## config.mk

```make
export PLATFORM = sky130hd
export DESIGN_NAME = pcib_regif
export DESIGN_NICKNAME = d
export VERILOG_FILES = /design/src/rtl/pcib_pkg.sv /design/src/rtl/pcib_cfgspace.sv /design/src/rtl/pcib_winregs.sv /design/src/rtl/pcib_cfgport.sv /design/src/rtl/pcib_irqroute.sv /design/src/rtl/pcib_regif.sv
export SDC_FILE = /design/constraint.sdc
export NUM_CORES = 2
export LEC_CHECK = 0
export CAP_MARGIN = 20
export CORE_ASPECT_RATIO = 1.4
export CORE_UTILIZATION = 60
export CTS_BUF_LIST = sky130_fd_sc_hd__clkbuf_8
export DETAILED_ROUTE_END_ITERATION = 10
export DONT_BUFFER_PORTS = 1
export GPL_TIMING_DRIVEN = 0
export PLACE_DENSITY = 0.76
export SYNTH_ARGS = -nofsm -noshare
export SYNTH_HDL_FRONTEND = slang
export SYNTH_SLANG_ARGS = --single-unit
export TNS_END_PERCENT = 10
```

## constraint.sdc

```tcl
create_clock -name clk -period 3.58 [get_ports clk]
set_input_delay 0.358 -clock clk [delete_from_list [all_inputs] [get_ports clk]]
set_output_delay 0.358 -clock clk [all_outputs]
set_load 0.02 [all_outputs]
```

## src/rtl/pcib_pkg.sv

```systemverilog
package pcib_pkg;
  localparam int ADDR_W = 10;
  localparam int IOWIN_LSB = 18;
  localparam int IOBASE_W = 32 - IOWIN_LSB;

  localparam logic [ADDR_W-1:0] OFS_CADDR  = 10'h1C0;
  localparam logic [ADDR_W-1:0] OFS_MBASE  = 10'h1C4;
  localparam logic [ADDR_W-1:0] OFS_IOBASE = 10'h1C8;
  localparam logic [ADDR_W-1:0] OFS_DPORT  = 10'h220;

  localparam logic [31:0] MBASE_KEEP  = 32'hFF00_0001;
  localparam logic [31:0] IOBASE_KEEP = 32'hFFFC_0001;
  localparam logic [31:0] IOBASE_RST  = 32'hFE24_0000;
  // status = cap list | fast b2b | medium select timing, command = wait control
  localparam logic [31:0] CMDSTAT_RST = 32'h0290_0080;
  localparam int CMDSTAT_IDX = 1;

  typedef enum logic [2:0] {
    HIT_NONE, HIT_CFG, HIT_CADDR, HIT_MBASE, HIT_IOBASE, HIT_DPORT
  } hit_e;

  function automatic hit_e decode(input logic [ADDR_W-1:0] a);
    if (a[1:0] != 2'b00)        return HIT_NONE;
    if (a[ADDR_W-1:8] == '0)    return HIT_CFG;
    case (a)
      OFS_CADDR:  return HIT_CADDR;
      OFS_MBASE:  return HIT_MBASE;
      OFS_IOBASE: return HIT_IOBASE;
      OFS_DPORT:  return HIT_DPORT;
      default:    return HIT_NONE;
    endcase
  endfunction

  function automatic logic [31:0] mbase_mask(input logic [31:0] v);
    return v & MBASE_KEEP;
  endfunction

  function automatic logic [31:0] iobase_mask(input logic [31:0] v);
    return v & IOBASE_KEEP;
  endfunction

  function automatic logic iobase_moves(input logic [31:0] old_v, input logic [31:0] new_v);
    return old_v[31:IOWIN_LSB] != new_v[31:IOWIN_LSB];
  endfunction

  function automatic logic [31:0] cfg_word_rst(input int idx);
    return (idx == CMDSTAT_IDX) ? CMDSTAT_RST : 32'h0;
  endfunction
endpackage

```

## src/rtl/pcib_cfgspace.sv

```systemverilog
module pcib_cfgspace #(
  parameter int WORDS = 64,
  localparam int IDX_W = $clog2(WORDS)
) (
  input  logic             clk,
  input  logic             rst_n,
  input  logic             we,
  input  logic [IDX_W-1:0] idx,
  input  logic [31:0]      wdata,
  output logic [31:0]      rdata
);
  logic [31:0] word_q [WORDS];

  for (genvar g = 0; g < WORDS; g++) begin : g_word
    always_ff @(posedge clk or negedge rst_n) begin
      if (!rst_n)                         word_q[g] <= pcib_pkg::cfg_word_rst(g);
      else if (we && idx == IDX_W'(g))    word_q[g] <= wdata;
    end
  end

  assign rdata = word_q[idx];
endmodule

```

## src/rtl/pcib_winregs.sv

```systemverilog
module pcib_winregs
  import pcib_pkg::*;
(
  input  logic                clk,
  input  logic                rst_n,
  input  logic                we_caddr,
  input  logic                we_mbase,
  input  logic                we_iobase,
  input  logic [31:0]         wdata,
  output logic [31:0]         caddr,
  output logic [31:0]         mbase,
  output logic [31:0]         iobase,
  output logic [IOBASE_W-1:0] io_base,
  output logic                io_reloc
);
  logic move_evt;
  assign move_evt = we_iobase && iobase_moves(iobase, wdata);

  always_ff @(posedge clk or negedge rst_n) begin
    if (!rst_n) begin
      caddr    <= '0;
      mbase    <= '0;
      iobase   <= IOBASE_RST;
      io_reloc <= 1'b0;
    end else begin
      if (we_caddr) caddr  <= wdata;
      if (we_mbase) mbase  <= mbase_mask(wdata);
      if (move_evt) iobase <= iobase_mask(wdata);
      io_reloc <= move_evt;
    end
  end

  assign io_base = iobase[31:IOWIN_LSB];
endmodule

```

## src/rtl/pcib_cfgport.sv

```systemverilog
module pcib_cfgport (
  input  logic        clk,
  input  logic        rst_n,
  input  logic        acc,
  input  logic        acc_wr,
  input  logic [31:0] acc_addr,
  input  logic [31:0] acc_wdata,
  output logic        port_ready,
  output logic [31:0] port_rdata,
  output logic        cfg_req,
  output logic        cfg_wr,
  output logic [31:0] cfg_addr,
  output logic [31:0] cfg_wdata,
  input  logic [31:0] cfg_rdata,
  input  logic        cfg_done
);
  typedef enum logic [1:0] {P_IDLE, P_WAIT, P_DONE} pst_e;
  pst_e st_q;

  always_ff @(posedge clk or negedge rst_n) begin
    if (!rst_n) begin
      st_q       <= P_IDLE;
      cfg_wr     <= 1'b0;
      cfg_addr   <= '0;
      cfg_wdata  <= '0;
      port_rdata <= '0;
    end else begin
      case (st_q)
        P_IDLE: if (acc) begin
          st_q      <= P_WAIT;
          cfg_wr    <= acc_wr;
          cfg_addr  <= acc_addr;
          cfg_wdata <= acc_wdata;
        end
        P_WAIT: if (cfg_done) begin
          st_q       <= P_DONE;
          port_rdata <= cfg_rdata;
        end
        default: st_q <= P_IDLE;
      endcase
    end
  end

  assign cfg_req    = (st_q == P_WAIT);
  assign port_ready = (st_q == P_DONE);
endmodule

```

## src/rtl/pcib_irqroute.sv

```systemverilog
module pcib_irqroute #(
  parameter int SLOTS = 4
) (
  input  logic [SLOTS-1:0] slot_irq_in,
  output logic [SLOTS-1:0] irq_out
);
  // a device at devfn d signals on output d >> 3, i.e. its slot number
  for (genvar s = 0; s < SLOTS; s++) begin : g_slot
    localparam int DEVFN = s << 3;
    assign irq_out[DEVFN >> 3] = slot_irq_in[s];
  end
endmodule

```

## src/rtl/pcib_regif.sv

```systemverilog
module pcib_regif
  import pcib_pkg::*;
#(
  parameter int CFG_WORDS = 64,
  parameter int SLOTS = 4
) (
  input  logic                clk,
  input  logic                rst_n,
  input  logic                bus_sel,
  input  logic                bus_wr,
  input  logic [ADDR_W-1:0]   bus_addr,
  input  logic [31:0]         bus_wdata,
  output logic [31:0]         bus_rdata,
  output logic                bus_ready,
  output logic                cfg_req,
  output logic                cfg_wr,
  output logic [31:0]         cfg_addr,
  output logic [31:0]         cfg_wdata,
  input  logic [31:0]         cfg_rdata,
  input  logic                cfg_done,
  output logic [IOBASE_W-1:0] io_base,
  output logic                io_reloc,
  input  logic [SLOTS-1:0]    slot_irq_in,
  output logic [SLOTS-1:0]    irq_out
);
  localparam int IDX_W = $clog2(CFG_WORDS);

  hit_e        hit;
  logic        wr_evt;
  logic        port_ready;
  logic [31:0] port_rdata, cfg_word, caddr, mbase, iobase;

  assign hit       = decode(bus_addr);
  assign bus_ready = (hit == HIT_DPORT) ? port_ready : 1'b1;
  assign wr_evt    = bus_sel && bus_wr && bus_ready;

  pcib_cfgspace #(.WORDS(CFG_WORDS)) u_cfg (
    .clk(clk), .rst_n(rst_n),
    .we(wr_evt && hit == HIT_CFG),
    .idx(bus_addr[IDX_W+1:2]),
    .wdata(bus_wdata),
    .rdata(cfg_word)
  );

  pcib_winregs u_win (
    .clk(clk), .rst_n(rst_n),
    .we_caddr(wr_evt && hit == HIT_CADDR),
    .we_mbase(wr_evt && hit == HIT_MBASE),
    .we_iobase(wr_evt && hit == HIT_IOBASE),
    .wdata(bus_wdata),
    .caddr(caddr), .mbase(mbase), .iobase(iobase),
    .io_base(io_base), .io_reloc(io_reloc)
  );

  pcib_cfgport u_port (
    .clk(clk), .rst_n(rst_n),
    .acc(bus_sel && hit == HIT_DPORT),
    .acc_wr(bus_wr), .acc_addr(caddr), .acc_wdata(bus_wdata),
    .port_ready(port_ready), .port_rdata(port_rdata),
    .cfg_req(cfg_req), .cfg_wr(cfg_wr), .cfg_addr(cfg_addr),
    .cfg_wdata(cfg_wdata), .cfg_rdata(cfg_rdata), .cfg_done(cfg_done)
  );

  pcib_irqroute #(.SLOTS(SLOTS)) u_irq (
    .slot_irq_in(slot_irq_in), .irq_out(irq_out)
  );

  always_comb begin
    case (hit)
      HIT_CFG:    bus_rdata = cfg_word;
      HIT_CADDR:  bus_rdata = caddr;
      HIT_MBASE:  bus_rdata = mbase;
      HIT_IOBASE: bus_rdata = iobase;
      HIT_DPORT:  bus_rdata = port_rdata;
      default:    bus_rdata = '0;
    endcase
  end
endmodule

```

Yosys cells after proc, flatten, opt, wreduce, memory -nomap -nowiden

Cells that the tools add are included.

Bitwise operators: 1
Order comparisons: 1
$mul: 0
Reduce and logical (&&, ||, !) cells: 79
Divide/modulo/power cells: 0
Equality and inequality tests: 77
Mux-type cells: 16
Shift-type cells: 0
Add/sub/neg operators: 0

Operators by type and width:

| cell                   | number |
|---|---|
| $bmux W32 S6           | 1 |
| $eq A6 B6 Y1 const B   | 32 |
| $pmux W32 S5           | 1 |
| $eq A6 B5 Y1 const B   | 16 |
| $logic_and A1 B1 Y1    | 72 |
| $mux W32               | 2 |
| $eq A6 B4 Y1 const B   | 8 |
| $eq A10 B9 Y1 const B  | 3 |
| $eq A6 B3 Y1 const B   | 4 |
| $ne A14 B14 Y1         | 1 |
| $eq A6 B2 Y1 const B   | 2 |
| $mux W3                | 4 |
| $pmux W3 S4            | 1 |
| $eq A10 B10 Y1 const B | 1 |
| $ge A7 B7 Y1 const B   | 1 |
| $not A6 Y7             | 1 |
| $eq A3 B2 Y1 const B   | 2 |
| $eq A3 B3 Y1 const B   | 2 |
| $eq A6 B1 Y1 const B   | 1 |
| $logic_not A6 Y1       | 1 |
| $reduce_and A2 Y1      | 3 |
| $logic_not A2 Y1       | 2 |
| $mux W1                | 4 |
| $mux W2                | 2 |
| 6 further kinds        | 7 |

Bits in registers: 2,204
Word-level logic and storage cells: 247
Memory bits (read-only): 0
Bits in latches: 0
Input port bits: 83
RAM bits: 0
Output and inout port bits: 118
Memories: 0

Logic depth before layout (Yosys ltp)

Depth after elaboration: 10
Depth in mapped cells: 10
Mapped depth without buffers: 6

Modules after synthesis

Synthesis repeated with hierarchy kept, for this count alone.

Cells, all modules: 6,327
Area, all modules: 99,530.5 um^2

By module, submodules not included:

| module        | area each (um^2) | cells each | sequential area each (um^2) | instances |
|---|---|---|---|---|
| pcib_cfgspace | 91,801.8         | 5,734      | 51,254.2                    | 1 |
| pcib_cfgport  | 3,733.6          | 214        | 2,477.4                     | 1 |
| pcib_winregs  | 2,676.3          | 194        | 1,437.6                     | 1 |
| pcib_regif    | 1,288.7          | 181        | 0.0                         | 1 |
| pcib_irqroute | 30.0             | 4          | 0.0                         | 1 |

Worst setup path before layout

OpenSTA, ideal clock, no wires.

Kind: input to output
Start: input bus_addr[2]
End: output bus_rdata[20]
Path buffers: 3
Path slack: 0.274 ns
Stages on the path: 7
Data required time: 3.222 ns
Arrival: 2.948 ns
Path through: clkbuf_1 -> buf_1 -> buf_1 -> mux4_2 -> mux4_2 -> nand2_1 -> nand4_1

Cells in the longest elaborated chain, start to end: 6
Elaborated cells between the ends (all ways): 17
Classes of those cells: eq/ne: 9; mux: 7; bitwise: 1

Ends and longest elaborated chain:

| element                                         | RTL line         | source |
|---|---|---|
| from (decl)                                     | pcib_regif.sv:11 | `input logic [ADDR_W-1:0] bus_addr,` |
| $eq A10 B10 Y1 or $eq A10 B9 Y1 (tied branches) | pcib_pkg.sv:25   | `case (a)` |
| $pmux W3 S4                                     | pcib_pkg.sv:25   |  |
| $mux W3                                         | pcib_pkg.sv:25   |  |
| $mux W3                                         | pcib_pkg.sv:24   | `if (a[ADDR_W-1:8] == '0) return HIT_CFG;` |
| $eq A3 B3 Y1 (tied with other cells)            | pcib_regif.sv:69 | `case (hit)` |
| $pmux W32 S5 (*)                                | pcib_regif.sv:69 |  |
| to (decl)                                       | pcib_regif.sv:13 | `output logic [31:0] bus_rdata,` |

Every way passes the cells marked *; elsewhere a longest branch is shown, timed or not. The select of a mux whose other input is x is not followed.

Final worst setup path

Ends and elaborated chain as after synthesis.

==> out/summary.md <==
### Outcome
- finished with violations — run status
- negative hold slack, negative setup slack — violated checks

### CTS
- sky130_fd_sc_hd__clkbuf_8 — clock root buffer master
- yes — CTS tree
- 1150 ps — clock network latency to the later pin of the worst-skew pair
- 4 — Clock Tree Buf Depth
- 348 — CTS buffer count
- 5 — maximum level of the CTS H-tree
- 60 ps — post-CTS clock slew at the launch and capture registers of the worst setup and hold paths
- 2204 — # clock sinks

### Synthesis
- multiplexers — combinational family with the most area after synthesis
- 2.75% — fraction of the mapped netlist area in compound gates
- 50 — Cell variety after synth
- 0.123% — xor/xnor share of the synthesized area
- 0% — fraction of the mapped netlist area in adder cells
- 55.5% — portion of the post-synthesis area used by sequential elements
- sky130_fd_sc_hd__dfrtp_1 — Primary FF master, synth
- 6442 — cells after synthesis
- 1.58% — simple-gate share of the synthesized area
- 100% — asr flop ratio synth
- 0 — Post-synth EDFFs
- 0 — number of warnings printed during yosys synthesis
- 99500 µm² — post-synthesis instance area
- 2204 — flip-flop and latch count after synthesis
- 15.4 µm² — mean instance size in the synthesized netlist
- 6525 — number of nets in the synthesized netlist
- 37.2% — multiplexer fraction of the synthesized cell area

### Pwr
- 55.9 nW — reported leakage power
- 0.000499 V — peak supply drop
- 25.3% — switching share of total power
- 37.3 mW — internal power summed over all cells
- 445 nW/µm² — power density of the placed cells
- 6.8% — combinational share of power
- 42.6% — portion of total power attributed to the clock network
- 12.7 mW — net switching power
- 50.6% — Seq pwr share

### STA
- 105% — Tcrit/Tclk final
- 72.8 ps — Final Skew
- -190 ps — setup slack after layout
- 344 — number of hold violations in the final report
- 13.8% — slew margin rel.
- 1290 ps — transition at the pin with the smallest max-transition slack
- -756 ps — Fin Hold WS
- 265 MHz — upper clock frequency limit
- true — RSZ-0062 raised after global routing
- 154 — final-report setup violation count
- 0 — Final Max Slew Viols
- 3770 ps — Final Critical Period

### GRT
- 67900 — via count of the first global-routing pass
- met2 — most used routing layer in global routing
- 0 — total grt overflow
- 242 — maximum number of pins on one net before global-route repair
- 47.8% — GRT met1 Usage
- 22 — initial antenna violation count
- 63.8% — met2 demand-to-capacity share in global routing
- 12.3% — met3 Use GR
- 41.8% — total routing usage reported by global routing
- 489000 µm — global-route wire length before repair

### Placement
- 0 — total of buffers placed on input and output ports
- 248000 µm — post-detail-place hpwl
- 0.998 — GPL Wtd Cong
- -2000 ps — Worst Setup Slack post-DPL

### Die
- 167000 µm² — area of the die
- 60.5% — starting density of the core
- 346 µm — horizontal die dimension
- 484 µm — die height
- 176 — cell row count
- 201 — boundary pin count
- 164000 µm² — core box area

### Layout
- sky130_fd_sc_hd__dfrtp_1, sky130_fd_sc_hd__mux2_2, sky130_fd_sc_hd__clkbuf_8 — highest-count cells in the layout ignoring fill and taps
- 7071 — # nets final
- 12.9% — area grow syn2layout
- 50.1% — layout cells sized above 1
- sky130_fd_sc_hd__dfrtp_1 — most frequent standard cell in the layout excluding fill and tap cells
- 68.3% — post-layout utilization of the core

### Setup path
- primary input — startpoint type of the worst setup path
- primary input to primary output — CP Class
- -120 ps — R2R Setup Slk
- 3410 ps — Crit path arrival time
- primary output — nature of the critical path endpoint
- 3220 ps — Critical Path RT
- 9 — biggest fanout along the worst timing path

### Flow run
- 0 — max capacitance violation total

### Routing
- 0 — final antenna-violating net count
- 36.8 µm — Avg WL per Cell
- 6.82 — via density per instance
- 6045 — DRC violation total after the first TritonRoute iteration
- 64000 — via count
- 345000 µm — wirelength, routed
- 6 — router iterations before antenna repair
- 0 — DRC

### Min path
- primary input to asynchronous set/reset pin — Min-Delay Path Class

[registers in the layout (all words and copies together), names as in the netlist]
register and count:
u_win.mbase 9, u_cfg.word_q 2048, u_port.cfg_wdata 32, u_port.cfg_addr 32, u_win.io_reloc 1, u_port.cfg_wr 1, u_port.port_rdata 32, u_win.caddr 32
u_port.st_q 2, u_win.iobase 15
[critical path, stage by stage]
cell	delay, ps
sky130_fd_sc_hd__dlygate4sd3_1	640
sky130_fd_sc_hd__nor4b_2	100
sky130_fd_sc_hd__nand2_1	140
sky130_fd_sc_hd__a21boi_4	140
sky130_fd_sc_hd__and2_4	240
sky130_fd_sc_hd__a222oi_1	950
sky130_fd_sc_hd__nand4_1	820
[area by class of cell]
| type | count | area [µm²] |
|---|---|---|
| plain buffers | 669 | 3400 |
| inverters | 5 | 18.8 |
| well taps | 2136 | 2670 |
| clock buffers | 443 | 6100 |
| multi-input cells | 3561 | 41800 |
| fillers | 11400 | 52100 |
| flip-flops and latches | 2204 | 55200 |
| diodes | 19 | 47.5 |
| clock inverters | 145 | 672 |
| repair buffers | 199 | 2510 |
[metal layers]
layer  vias up  part of all wire, %
li1      25100                    -
met1     34000                   34
met2      3543                   46
met3      1328                  9.3
met4        14                   11
met5         -                0.076
[per-stage QoR]
| step | cell area, µm² | setup TNS, ps | power (mW) | hold slack (ps) | cells |
|---|---|---|---|---|---|
| after floorplan | 99500 | 0 | 27.0 | 62.4 | 6442 |
| after global placement | 102000 | -1194970 | 28.2 | 237 | 8578 |
| after detailed placement | 103000 | -1201070 | 28.8 | 73.9 | 8644 |
| after CTS | 112000 | -11170 | 49.9 | -739 | 9349 |
| after global routing | 112000 | -1570 | 51.3 | -705 | 9366 |
| final | 112000 | -6630 | 50.0 | -756 | 9381 |
[cells by family (layout without fill, tap and decap cells)]
kind of cell | Yosys count | in the layout
AO/OA/AOI/OAI | 355 | 355
XOR/XNOR | 14 | 14
buffers and inverters | 677 | 1461
flip-flops | 2204 | 2204
multiplexers | 2896 | 2896
other | 0 | 19
AND/OR/NAND/NOR | 296 | 296
[Yosys cell counts (4+ instances only)]
master / n / area (µm²)
sky130_fd_sc_hd__o21ai_0: 10 / 50.1
sky130_fd_sc_hd__inv_1: 5 / 18.8
sky130_fd_sc_hd__mux2_2: 2166 / 24400
sky130_fd_sc_hd__nor4_1: 11 / 68.8
sky130_fd_sc_hd__xor2_1: 10 / 87.6
sky130_fd_sc_hd__or3_1: 8 / 50.1
sky130_fd_sc_hd__nor3_1: 9 / 45.0
sky130_fd_sc_hd__nor2_1: 30 / 113
sky130_fd_sc_hd__a41o_1: 23 / 230
sky130_fd_sc_hd__dfrtp_1: 2191 / 54800
sky130_fd_sc_hd__a21oi_1: 4 / 20.0
sky130_fd_sc_hd__nor2b_1: 8 / 50.1
sky130_fd_sc_hd__nand2b_1: 11 / 68.8
sky130_fd_sc_hd__nand3_1: 90 / 450
sky130_fd_sc_hd__a32oi_1: 8 / 70.1
sky130_fd_sc_hd__a41oi_1: 9 / 78.8
sky130_fd_sc_hd__and3_1: 5 / 31.3
sky130_fd_sc_hd__mux2i_1: 273 / 2730
sky130_fd_sc_hd__and2_1: 7 / 43.8
sky130_fd_sc_hd__dfstp_2: 13 / 342
sky130_fd_sc_hd__nand4_1: 20 / 125
sky130_fd_sc_hd__nor4_2: 9 / 113
sky130_fd_sc_hd__clkbuf_1: 374 / 1400
sky130_fd_sc_hd__buf_2: 207 / 1040
sky130_fd_sc_hd__a22oi_1: 278 / 2090
sky130_fd_sc_hd__nor2_2: 5 / 31.3
sky130_fd_sc_hd__mux2_1: 36 / 405
sky130_fd_sc_hd__nand2_1: 71 / 267
sky130_fd_sc_hd__mux4_2: 421 / 9480
sky130_fd_sc_hd__a22o_1: 11 / 96.3
sky130_fd_sc_hd__buf_4: 18 / 135
sky130_fd_sc_hd__xnor2_1: 4 / 35.0
sky130_fd_sc_hd__buf_1: 73 / 274
[power by group through the flow]
stage / sequential [mW] / combinational, mW / clock [mW]
global placement: 25.7 / 2.45 / 0
floorplan: 25.7 / 1.32 / 0
global route: 25.3 / 3.50 / 22.5
detailed placement: 25.7 / 3.07 / 0
CTS: 25.3 / 3.31 / 21.3
finish: 25.3 / 3.41 / 21.3
[final timing paths]
check,from,end,depth (start not counted)
min reg2reg,u_cfg.word_q[338],u_cfg.word_q[338],1
max reg2reg,u_port.st_q[0],u_cfg.word_q[1090],6
max,bus_addr[2],bus_rdata[20],7
min,rst_n,u_cfg.word_q[1509],1
min in group clk,bus_addr[2],u_cfg.word_q[1728],5
max in group asynchronous,rst_n,u_cfg.word_q[636],5
[timing repair]
| action | CTS | global route |
|---|---|---|
| setup buffers | 6 | 0 |
| gates cloned | 0 | 2 |
| endpoints found under the setup margin | 454 | 301 |
| pin swaps | 12 | 6 |
| hold buffers | 114 | 1 |
| resized for setup | 316 | 45 |
| hold endpoints to repair | 1441 | 149 |
No activity file was read; power rests on OpenSTA's default activity.
